$ cat src/rtl/cfgseq_pkg.sv
package cfgseq_pkg;
  localparam int DWORD_W = 32;

  typedef enum logic [2:0] {
    S_IDLE, S_CTRL, S_RDREQ, S_RDCAP, S_WRWIN, S_WAIT, S_REST, S_RESP
  } seq_state_e;

  localparam logic [1:0] SZ_BYTE = 2'd0;
  localparam logic [1:0] SZ_HALF = 2'd1;
endpackage

$ cat src/rtl/cfgseq_encode.sv
module cfgseq_encode
  import cfgseq_pkg::*;
#(
  parameter int SLOT_W      = 4,
  parameter int FUNC_W      = 2,
  parameter int REG_W       = 4,
  parameter int BRIDGE_SLOT = 8
) (
  input  logic               root,
  input  logic [4:0]         slot,
  input  logic [2:0]         func,
  input  logic [7:0]         where_b,
  output logic               ok,
  output logic [DWORD_W-1:0] ctrl
);
  localparam int FUNC_LSB = 3 + REG_W;
  localparam int SLOT_LSB = FUNC_LSB + FUNC_W;
  localparam logic [7:0] SLOT_MAX = 8'((1 << SLOT_W) - 1);
  localparam logic [7:0] FUNC_MAX = 8'((1 << FUNC_W) - 1);
  localparam logic [7:0] REG_MAX  = 8'((1 << REG_W) - 1);

  logic [5:0] reg_idx;
  logic       slot_bad, func_bad, reg_bad, bridge_hit;

  assign reg_idx    = where_b[7:2];
  assign slot_bad   = {3'b000, slot} > SLOT_MAX;
  assign func_bad   = {5'b00000, func} > FUNC_MAX;
  assign reg_bad    = {2'b00, reg_idx} > REG_MAX;
  assign bridge_hit = root && (slot == 5'(BRIDGE_SLOT));
  assign ok         = !(slot_bad || func_bad || reg_bad || bridge_hit);

  always_comb begin
    ctrl = '0;
    ctrl[0] = 1'b1;
    ctrl[1] = 1'b1;
    ctrl[2] = ~root;
    ctrl[3 +: REG_W]         = reg_idx[REG_W-1:0];
    ctrl[FUNC_LSB +: FUNC_W] = func[FUNC_W-1:0];
    ctrl[SLOT_LSB +: SLOT_W] = slot[SLOT_W-1:0];
  end
endmodule

$ cat src/rtl/cfgseq_lane.sv
module cfgseq_lane
  import cfgseq_pkg::*;
(
  input  logic [1:0]         size,
  input  logic [1:0]         lane,
  input  logic [DWORD_W-1:0] win_data,
  input  logic [DWORD_W-1:0] new_data,
  output logic [DWORD_W-1:0] rd_data,
  output logic [DWORD_W-1:0] merged
);
  logic [DWORD_W-1:0] base;
  logic [4:0]         sh;

  always_comb begin
    case (size)
      SZ_BYTE: begin base = DWORD_W'(8'hFF);    sh = {lane, 3'b000}; end
      SZ_HALF: begin base = DWORD_W'(16'hFFFF); sh = {lane, 3'b000}; end
      default: begin base = '1;                 sh = 5'd0;           end
    endcase
    rd_data = (win_data >> sh) & base;
    merged  = (win_data & ~(base << sh)) | ((new_data & base) << sh);
  end
endmodule

$ cat src/rtl/cfgseq_waitcnt.sv
module cfgseq_waitcnt #(
  parameter int LOAD = 25000
) (
  input  logic clk,
  input  logic rst,
  input  logic start,
  output logic zero
);
  localparam int CNT_W = $clog2(LOAD + 1);
  localparam logic [CNT_W-1:0] LOAD_M1 = CNT_W'(LOAD - 1);

  logic [CNT_W-1:0] cnt_q;

  always_ff @(posedge clk) begin
    if (rst)               cnt_q <= '0;
    else if (start)        cnt_q <= LOAD_M1;
    else if (cnt_q != '0)  cnt_q <= cnt_q - 1'b1;
  end

  assign zero = (cnt_q == '0);
endmodule

$ cat src/rtl/cfg_cycle_seq.sv
module cfg_cycle_seq
  import cfgseq_pkg::*;
#(
  parameter int CLK_HZ      = 50_000_000,
  parameter int WAIT_US     = 500,
  parameter int SLOT_W      = 4,
  parameter int FUNC_W      = 2,
  parameter int REG_W       = 4,
  parameter int BRIDGE_SLOT = 8
) (
  input  logic        clk,
  input  logic        rst,
  input  logic        req_valid,
  input  logic        req_root,
  input  logic [4:0]  req_slot,
  input  logic [2:0]  req_func,
  input  logic [7:0]  req_where,
  input  logic [1:0]  req_size,
  input  logic        req_write,
  input  logic [31:0] req_wdata,
  output logic        busy,
  output logic        rsp_valid,
  output logic        rsp_notfound,
  output logic [31:0] rsp_rdata,
  output logic        bus_wr,
  output logic        bus_rd,
  output logic        bus_win,
  output logic [31:0] bus_wdata,
  input  logic [31:0] bus_rdata
);
  localparam int WAIT_CYC_RAW = (CLK_HZ / 1_000_000) * WAIT_US;
  localparam int WAIT_CYC     = (WAIT_CYC_RAW < 1) ? 1 : WAIT_CYC_RAW;

  seq_state_e         state_q;
  logic [1:0]         size_q, lane_q;
  logic               wr_q;
  logic [DWORD_W-1:0] wdata_q;

  logic               enc_ok;
  logic [DWORD_W-1:0] enc_ctrl;
  logic [DWORD_W-1:0] lane_rd, lane_merged;
  logic               wait_zero;

  cfgseq_encode #(
    .SLOT_W(SLOT_W), .FUNC_W(FUNC_W), .REG_W(REG_W), .BRIDGE_SLOT(BRIDGE_SLOT)
  ) u_encode (
    .root(req_root), .slot(req_slot), .func(req_func), .where_b(req_where),
    .ok(enc_ok), .ctrl(enc_ctrl)
  );

  cfgseq_lane u_lane (
    .size(size_q), .lane(lane_q), .win_data(bus_rdata), .new_data(wdata_q),
    .rd_data(lane_rd), .merged(lane_merged)
  );

  cfgseq_waitcnt #(.LOAD(WAIT_CYC)) u_wait (
    .clk(clk), .rst(rst), .start(state_q == S_WRWIN), .zero(wait_zero)
  );

  assign busy = (state_q != S_IDLE);

  always_ff @(posedge clk) begin
    if (rst) begin
      state_q      <= S_IDLE;
      size_q       <= '0;
      lane_q       <= '0;
      wr_q         <= 1'b0;
      wdata_q      <= '0;
      rsp_valid    <= 1'b0;
      rsp_notfound <= 1'b0;
      rsp_rdata    <= '0;
      bus_wr       <= 1'b0;
      bus_rd       <= 1'b0;
      bus_win      <= 1'b0;
      bus_wdata    <= '0;
    end else begin
      bus_wr <= 1'b0;
      bus_rd <= 1'b0;
      case (state_q)
        S_IDLE: begin
          if (req_valid) begin
            size_q    <= req_size;
            lane_q    <= req_where[1:0];
            wr_q      <= req_write;
            wdata_q   <= req_wdata;
            rsp_rdata <= '0;
            if (!enc_ok) begin
              rsp_valid    <= 1'b1;
              rsp_notfound <= 1'b1;
              state_q      <= S_RESP;
            end else begin
              rsp_notfound <= 1'b0;
              bus_wr       <= 1'b1;
              bus_win      <= 1'b0;
              bus_wdata    <= enc_ctrl;
              state_q      <= S_CTRL;
            end
          end
        end
        S_CTRL: begin
          bus_rd  <= 1'b1;
          bus_win <= 1'b1;
          state_q <= S_RDREQ;
        end
        S_RDREQ: state_q <= S_RDCAP;
        S_RDCAP: begin
          bus_wr <= 1'b1;
          if (wr_q) begin
            bus_win   <= 1'b1;
            bus_wdata <= lane_merged;
            state_q   <= S_WRWIN;
          end else begin
            rsp_rdata <= lane_rd;
            bus_win   <= 1'b0;
            bus_wdata <= '0;
            state_q   <= S_REST;
          end
        end
        S_WRWIN: state_q <= S_WAIT;
        S_WAIT: begin
          if (wait_zero) begin
            bus_wr    <= 1'b1;
            bus_win   <= 1'b0;
            bus_wdata <= '0;
            state_q   <= S_REST;
          end
        end
        S_REST: begin
          rsp_valid <= 1'b1;
          state_q   <= S_RESP;
        end
        S_RESP: begin
          rsp_valid <= 1'b0;
          state_q   <= S_IDLE;
        end
        default: state_q <= S_IDLE;
      endcase
    end
  end
endmodule

$ cat config.mk
export PLATFORM = sky130hd
export DESIGN_NAME = cfg_cycle_seq
export DESIGN_NICKNAME = d
export VERILOG_FILES = /design/src/rtl/cfgseq_pkg.sv /design/src/rtl/cfgseq_encode.sv /design/src/rtl/cfgseq_lane.sv /design/src/rtl/cfgseq_waitcnt.sv /design/src/rtl/cfg_cycle_seq.sv
export SDC_FILE = /design/constraint.sdc
export NUM_CORES = 1
export LEC_CHECK = 0
export CAP_MARGIN = 10
export CORE_MARGIN = 2
export CORE_UTILIZATION = 45
export DETAILED_ROUTE_END_ITERATION = 6
export PLACE_DENSITY = 0.72
export SKIP_LAST_GASP = 1
export SYNTH_ARGS = -nofsm -noshare
export SYNTH_HDL_FRONTEND = slang
export SYNTH_HIERARCHICAL = 1
export SYNTH_SLANG_ARGS = --single-unit
$ cat constraint.sdc
create_clock -name clk -period 3.6 [get_ports clk]
set_clock_uncertainty 0.05 [all_clocks]
set_input_delay 0.72 -clock clk [delete_from_list [all_inputs] [get_ports clk]]
set_output_delay 0.72 -clock clk [all_outputs]
set_load 0.01 [all_outputs]
**After elaboration in Yosys (flattened, before gate mapping)**

Index checks and enable logic that the tools add are counted.

- Bits in registers: 124
- Bits in latches: 0
- Memory bits (writable): 0
- Memory bits (read-only): 0
- Input bits: 87
- Memories: 0

- Add/subtract/negate cells: 1
- Multipliers: 0
- Divide/modulo/power cells: 0
- Order comparisons: 3
- Equality and inequality tests: 14
- Shift operators: 3
- Multiplexer cells: 31
- Bitwise operators: 6
- Reductions and logical operators: 22

Operators with widths:

| cell | number |
|---|---|
| two-way mux 32 bit | 6 |
| case mux 32 bit (2 select lines) | 2 |
| bitwise AND 32 bit | 3 |
| case mux 32 bit (3 select lines) | 1 |
| left shift 32 x 5 -> 32 bit | 2 |
| inverter 32 bit | 1 |
| OR 32 bit | 1 |
| >> shifter 32 x 5 -> 32 bit | 1 |
| two-way mux 15 bit | 2 |
| case mux 3 bit (8 select lines) | 1 |
| logical NOT 15 bit | 1 |
| nonzero test 15 bit | 1 |
| subtractor 15 x 1 -> 15 bit (second input constant) | 1 |
| == test 3 bit (second input constant) | 4 |
| two-way mux 1 bit | 11 |
| two-way mux 3 bit | 3 |
| nonzero test 3 bit | 3 |
| inequality test 2 bit (second input constant) | 4 |
| AND reduction 4 bit | 2 |
| == test 3 x 2 -> 1 bit (second input constant) | 2 |
| > comparator 6 x 4 -> 1 bit (second input constant) | 1 |
| case mux 1 bit (3 select lines) | 2 |
| AND reduction 3 bit | 2 |
| == test 5 x 4 -> 1 bit (second input constant) | 1 |
| 17 further kinds | 22 |

**Depth between registers and ports, before layout**

- Depth in word-level cells: 9
- Mapped depth: 10

**By module**

Netlist, hierarchy kept.

Modules (own cells, without submodules):

| module | times used | cells an instance | area each (µm²) | seq. area each (µm²) |
|---|---|---|---|---|
| cfg_cycle_seq | 1 | 615 | 5,144.9 | 2,182.1 |
| cfgseq_lane | 1 | 213 | 1,515.2 | 0.0 |
| cfgseq_waitcnt | 1 | 93 | 825.8 | 300.3 |
| cfgseq_encode | 1 | 37 | 265.3 | 0.0 |

**Worst setup path before layout**

OpenSTA, ideal clock, no wires.

- Path kind: input -> register
- From: in req_slot[4]
- To: reg bus_wdata[0]
- Library setup time: 0.141 ns
- Data arrival time: 2.191 ns
- Required time: 3.409 ns
- Slack: 1.219 ns
- Stages on the path: 6
- Path through: or4_1 a21oi_1 a211oi_4 buf_6 a221oi_2 nor3_2

- Longest elaborated chain between the ends: 6
- Elaborated cells between the ends (all ways): 8

RTL lines:

| item | RTL line | source |
|---|---|---|
| start: declaration | cfg_cycle_seq.sv:15 | `input logic [4:0] req_slot,` |
| > comparator 5 x 4 -> 1 bit | cfgseq_encode.sv:26 | `assign slot_bad = {3'b000, slot} > SLOT_MAX;` |
| logical OR 1 bit (2 in a row) | cfgseq_encode.sv:30 | `assign ok = !(slot_bad \|\| func_bad \|\| reg_bad \|\| bridge_hit);` |
| logical OR 1 bit (*) | cfgseq_encode.sv:30 |  |
| inequality test 2 bit (no source line) (*) | -- |  |
| AND reduction 4 bit (no source line) (*) | -- |  |
| end signal: assignment | cfg_cycle_seq.sv:95 | `bus_wdata <= enc_ctrl;` |
| end signal: assignment | cfg_cycle_seq.sv:110 | `bus_wdata <= lane_merged;` |
| end: declaration | cfg_cycle_seq.sv:28 | `output logic [31:0] bus_wdata,` |

Mark *: on every way between the ends. The rest lies on a longest branch, timed or not.
A chain may end at the register's enable or synchronous reset.

**Worst setup path in the final report**

- From: reg state_q[1]
- To: out busy

- Longest elaborated chain between the ends: 1

RTL lines:

| item | RTL line | source |
|---|---|---|
| start: declaration | cfg_cycle_seq.sv:34 | `seq_state_e state_q;` |
| start signal: assignment | cfg_cycle_seq.sv:64 | `state_q <= S_IDLE;` |
| start signal: assignment | cfg_cycle_seq.sv:90 | `state_q <= S_RESP;` |
| start signal: assignment | cfg_cycle_seq.sv:96 | `state_q <= S_CTRL;` |
| nonzero test 3 bit | cfg_cycle_seq.sv:60 | `assign busy = (state_q != S_IDLE);` |
| end: declaration | cfg_cycle_seq.sv:21 | `output logic busy,` |

No other way between the ends.

==> Flow_metrics.wiki <==
{| class="wikitable"
! Metric !! Value
|-
| DIE AREA || about 0.018 mm^2
|-
| Worst Path Max Fanout || 48
|-
| Standard cell core area || 0.01670 mm^2
|-
| Clock sink total || 124
|-
| Count of mapped cells out of synthesis || 958
|-
| Buffers on Ports || 156
|-
| Worst R2R Start || u_wait/cnt_q[0]$_SDFFE_PP0P_
|-
| Critical path required time || between 2 and 3 ns
|-
| Number of antenna diodes || 0
|-
| Worst Max-Slew Pin Slew || 1.120 ns
|-
| First-pass detailed-route iteration total || 5
|-
| Number of max-slew violations in the final report || 0
|-
| Worst relative slew slack || 25.23%
|-
| Minimum clock period after layout || 2.831 ns
|-
| Number of core rows || 47
|-
| # Max-Cap Violations || 0
|-
| Total power per unit cell area || 557.5 mW/mm^2
|-
| Cts bufs inserted || 17
|-
| Chip Width || 135.2 um
|-
| Post-synthesis instance area || 0.007751 mm^2
|-
| Peak VDD IR || between 0.0003 and 0.0004 V
|-
| Post-synth EDFFs || 0
|-
| Most used flip-flop cell after synthesis || dfxtp_1
|-
| Leakage || 3.408 nW
|-
| Level count of the clock H-tree || 4
|-
| Clock slew at the register clock pins of the worst setup and hold paths || around 0.060 ns
|-
| FF-to-FF setup slack || 0.98 ns
|-
| Routed via count divided by cell count || 5.714
|-
| WS Path Type || reg -> out
|-
| Post-CTS Setup Repair Bufs || 0
|-
| Post-detailed-placement half-perimeter wirelength || 16240 um
|-
| Worst Hold End || wdata_q[24]$_SDFFE_PP0P_
|-
| Routability cong. || 0.9135
|-
| Hold path cells || 2
|-
| Async set or reset register ratio after synthesis || 0%
|-
| Fin crit share || slightly below 80%
|-
| Post-route ant nets || 0
|-
| 1st-iter DRT viols || 815
|-
| Floorplan die height || 135.2 um
|-
| Area growth from synthesis to final layout || 25.65%
|-
| GRT overflow || 0
|-
| Count of fill cells added during filler insertion || 1516
|-
| Type of element capturing the critical path || output pin
|-
| Post-route DRC || 0
|-
| Max Clk Rate || about 0.35 GHz
|-
| I/O Pins || 157
|-
| Worst hold path class || reg -> reg
|-
| Worst endpoint data arrival time || 2.06 ns
|-
| Clock Latency Late Sink || 0.43 ns
|-
| Fraction of synthesized cell area taken by the top area cell type || 32.03%
|-
| Wire length of the first global-routing pass || roughly 37000 um
|-
| TNS Setup || 0 ns
|-
| Hold-fix buffers, CTS || 0
|-
| Sum of routed wire length over all layers || 23390 um
|-
| Vias in the first global route || 6930
|-
| Starting Density || between 40% and 50%
|-
| Post-synthesis cell type with the largest combined area || dfxtp_1
|-
| Post-synthesis area per instance || between 8 and 9 um^2
|-
| Clock root buffer || clkbuf_16
|-
| Global router's overall resource usage || 25.65%
|-
| # setup viols final || 0
|-
| Part of the Yosys area used for sequential elements || 32.03%
|-
| Final std cell area, no fill || 0.009739 mm^2
|-
| Share of layout cells above drive strength 1 || roughly an eighth
|-
| Routed length per instance || about 18 um
|-
| RSZ-0062 raised after global routing || false
|-
| Post-layout nets || 1144
|-
| Total via count after detailed routing || 7359
|-
| Critical register-to-register path endpoint || bus_wdata[16]$_SDFFE_PP0P_
|-
| Most area-consuming cells after synthesis || dfxtp_1 (32%), a21oi_1 (6.3%), a221oi_2 (5.2%)
|-
| Distinct cell type count after synthesis || 69
|-
| Worst setup SP type || flop
|-
| Number of synthesis warnings || 6
|-
| Antenna violations before repair || 0
|-
| CTS tree || built
|-
| Maximum number of pins on one net before global-route repair || 68
|-
| Cells on worst reg2reg path || 10
|-
| Hold Crit Start || wdata_q[24]$_SDFFE_PP0P_
|-
| Count of state elements after synthesis || approximately 120
|-
| Quantity of gates resized following cts || 0
|-
| Endpoints failing hold || 0
|-
| DP Area || 0.009130 mm^2
|-
| Status || completed
|-
| Maximum buffer depth of the clock tree || 2
|}
through the flow:
step	util [%]	hold slack (ns)	instances	setup slack [ns]	power [mW]
floorplan	-	0.3864	977	1.219	3.131
global placement	54.67	0.3937	1256	0.8745	3.593
detailed placement	54.67	0.3981	1256	0.8308	3.637
CTS	58.32	0.4059	1288	0.7725	5.438
global route	58.32	0.4222	1288	0.6900	5.709
finish	58.32	0.4066	1288	0.7688	5.430
placed cells by master (no fill, tap or decap), drive strengths merged, types with 9 or more instances in the layout:
cell type / instances
clkbuf: 19
nor2: 52
inv: 42
nor3: 38
conb: 21
nand2b: 45
nand4: 34
o21ai: 61
nand2: 101
clkdlybuf4s50: 155
dfxtp: 124
buf: 22
a21oi: 98
and2: 24
nand3: 40
a221oi: 39
nor2b: 19
a31oi: 9
mux2i: 18
a221o: 24
state kept, by name, indices dropped and copies added (netlist names):
register / cells
lane_q: 2
rsp_notfound: 1
wr_q: 1
rsp_rdata: 32
bus_wr: 1
size_q: 2
bus_rd: 1
rsp_valid: 1
u_wait/cnt_q: 15
bus_wdata: 32
bus_win: 1
wdata_q: 32
state_q: 3
logic make-up (layout without fill, tap and decap cells):
logic type | count (synthesis) | after routing | synth area share, %
AO/OA/AOI/OAI | 260 | 260 | 24.36
XOR/XNOR | 3 | 3 | 0.3390
adder cells (fa/ha/maj) | 2 | 2 | 0.3228
buffers and inverters | 158 | 249 | 10.96
flip-flops | 124 | 124 | 32.03
multiplexers | 26 | 26 | 3.487
other | 2 | 21 | 0.09689
AND/OR/NAND/NOR | 383 | 383 | 28.41
routing by layer:
metal / vias up / global-route usage, % / share of wire (%) / wire, um
li1: 3580 / - / - / -
met1: 3432 / 34.88 / 45 / 10410
met2: 307 / 39.96 / 45 / 10580
met3: 40 / 6.697 / 8.2 / 1907
met4: 0 / 7.870 / 2.1 / 491
met5: - / 0 / 0 / 0
cell usage after synthesis (4+ instances only):
master and instances:
inv_1 40, buf_4 35, dfxtp_1 124, and2_1 24
nand4_1 34, clkbuf_1 37, o21ai_1 12, mux2_1 8
a221oi_2 27, mux2i_1 18, a221oi_1 12, nand2b_1 45
a31oi_1 8, buf_2 31, a32oi_1 8, nand3_1 40
nor3_2 29, nor3_1 9, o21ai_0 49, nor2_1 48
o31ai_1 4, nand2_1 101, a21oi_1 97, buf_6 10
or3_1 4, a221o_1 24, nor2b_1 17, or4_1 4
buf_1 4
worst max-delay path, stage by stage (launching register included):
cell and delay, ns:
dfxtp_2 0.87, or3_1 0.20, clkdlybuf4s50_1 0.55
where the power goes:
group	internal (mW)	leakage (nW)	switching (mW)	total, mW
Sequential	1.57	1.01	0.274	1.84
Combinational	0.781	2.12	1.02	1.80
Clock	1.11	0.278	0.681	1.79
how the worst max path moves through the flow:
stage	from	endpoint	slack [ns]	cells past startpoint
floorplan	req_slot[4]	bus_wdata[0]$_SDFFE_PP0P_	1.22	6
global route	state_q[1]$_SDFFE_PP0P_	busy	0.69	2
global placement	req_slot[4]	bus_wdata[22]$_SDFFE_PP0P_	0.87	8
CTS	state_q[1]$_SDFFE_PP0P_	busy	0.77	2
detailed placement	req_slot[4]	bus_wdata[28]$_SDFFE_PP0P_	0.83	8
finish	state_q[1]$_SDFFE_PP0P_	busy	0.77	2
area by class of cell:
type	instances	area (um^2)	share of cell area, %
clock buffers	19	442.9	4.548
clock inverters	13	166.4	1.709
inverters	40	150.1	1.542
multi-input cells	695	4491	46.11
flip-flops and latches	124	2485	25.51
well taps	220	275.3	2.826
repair buffers	177	1729	17.75
Note: power is estimated with default switching activity, not from simulation.
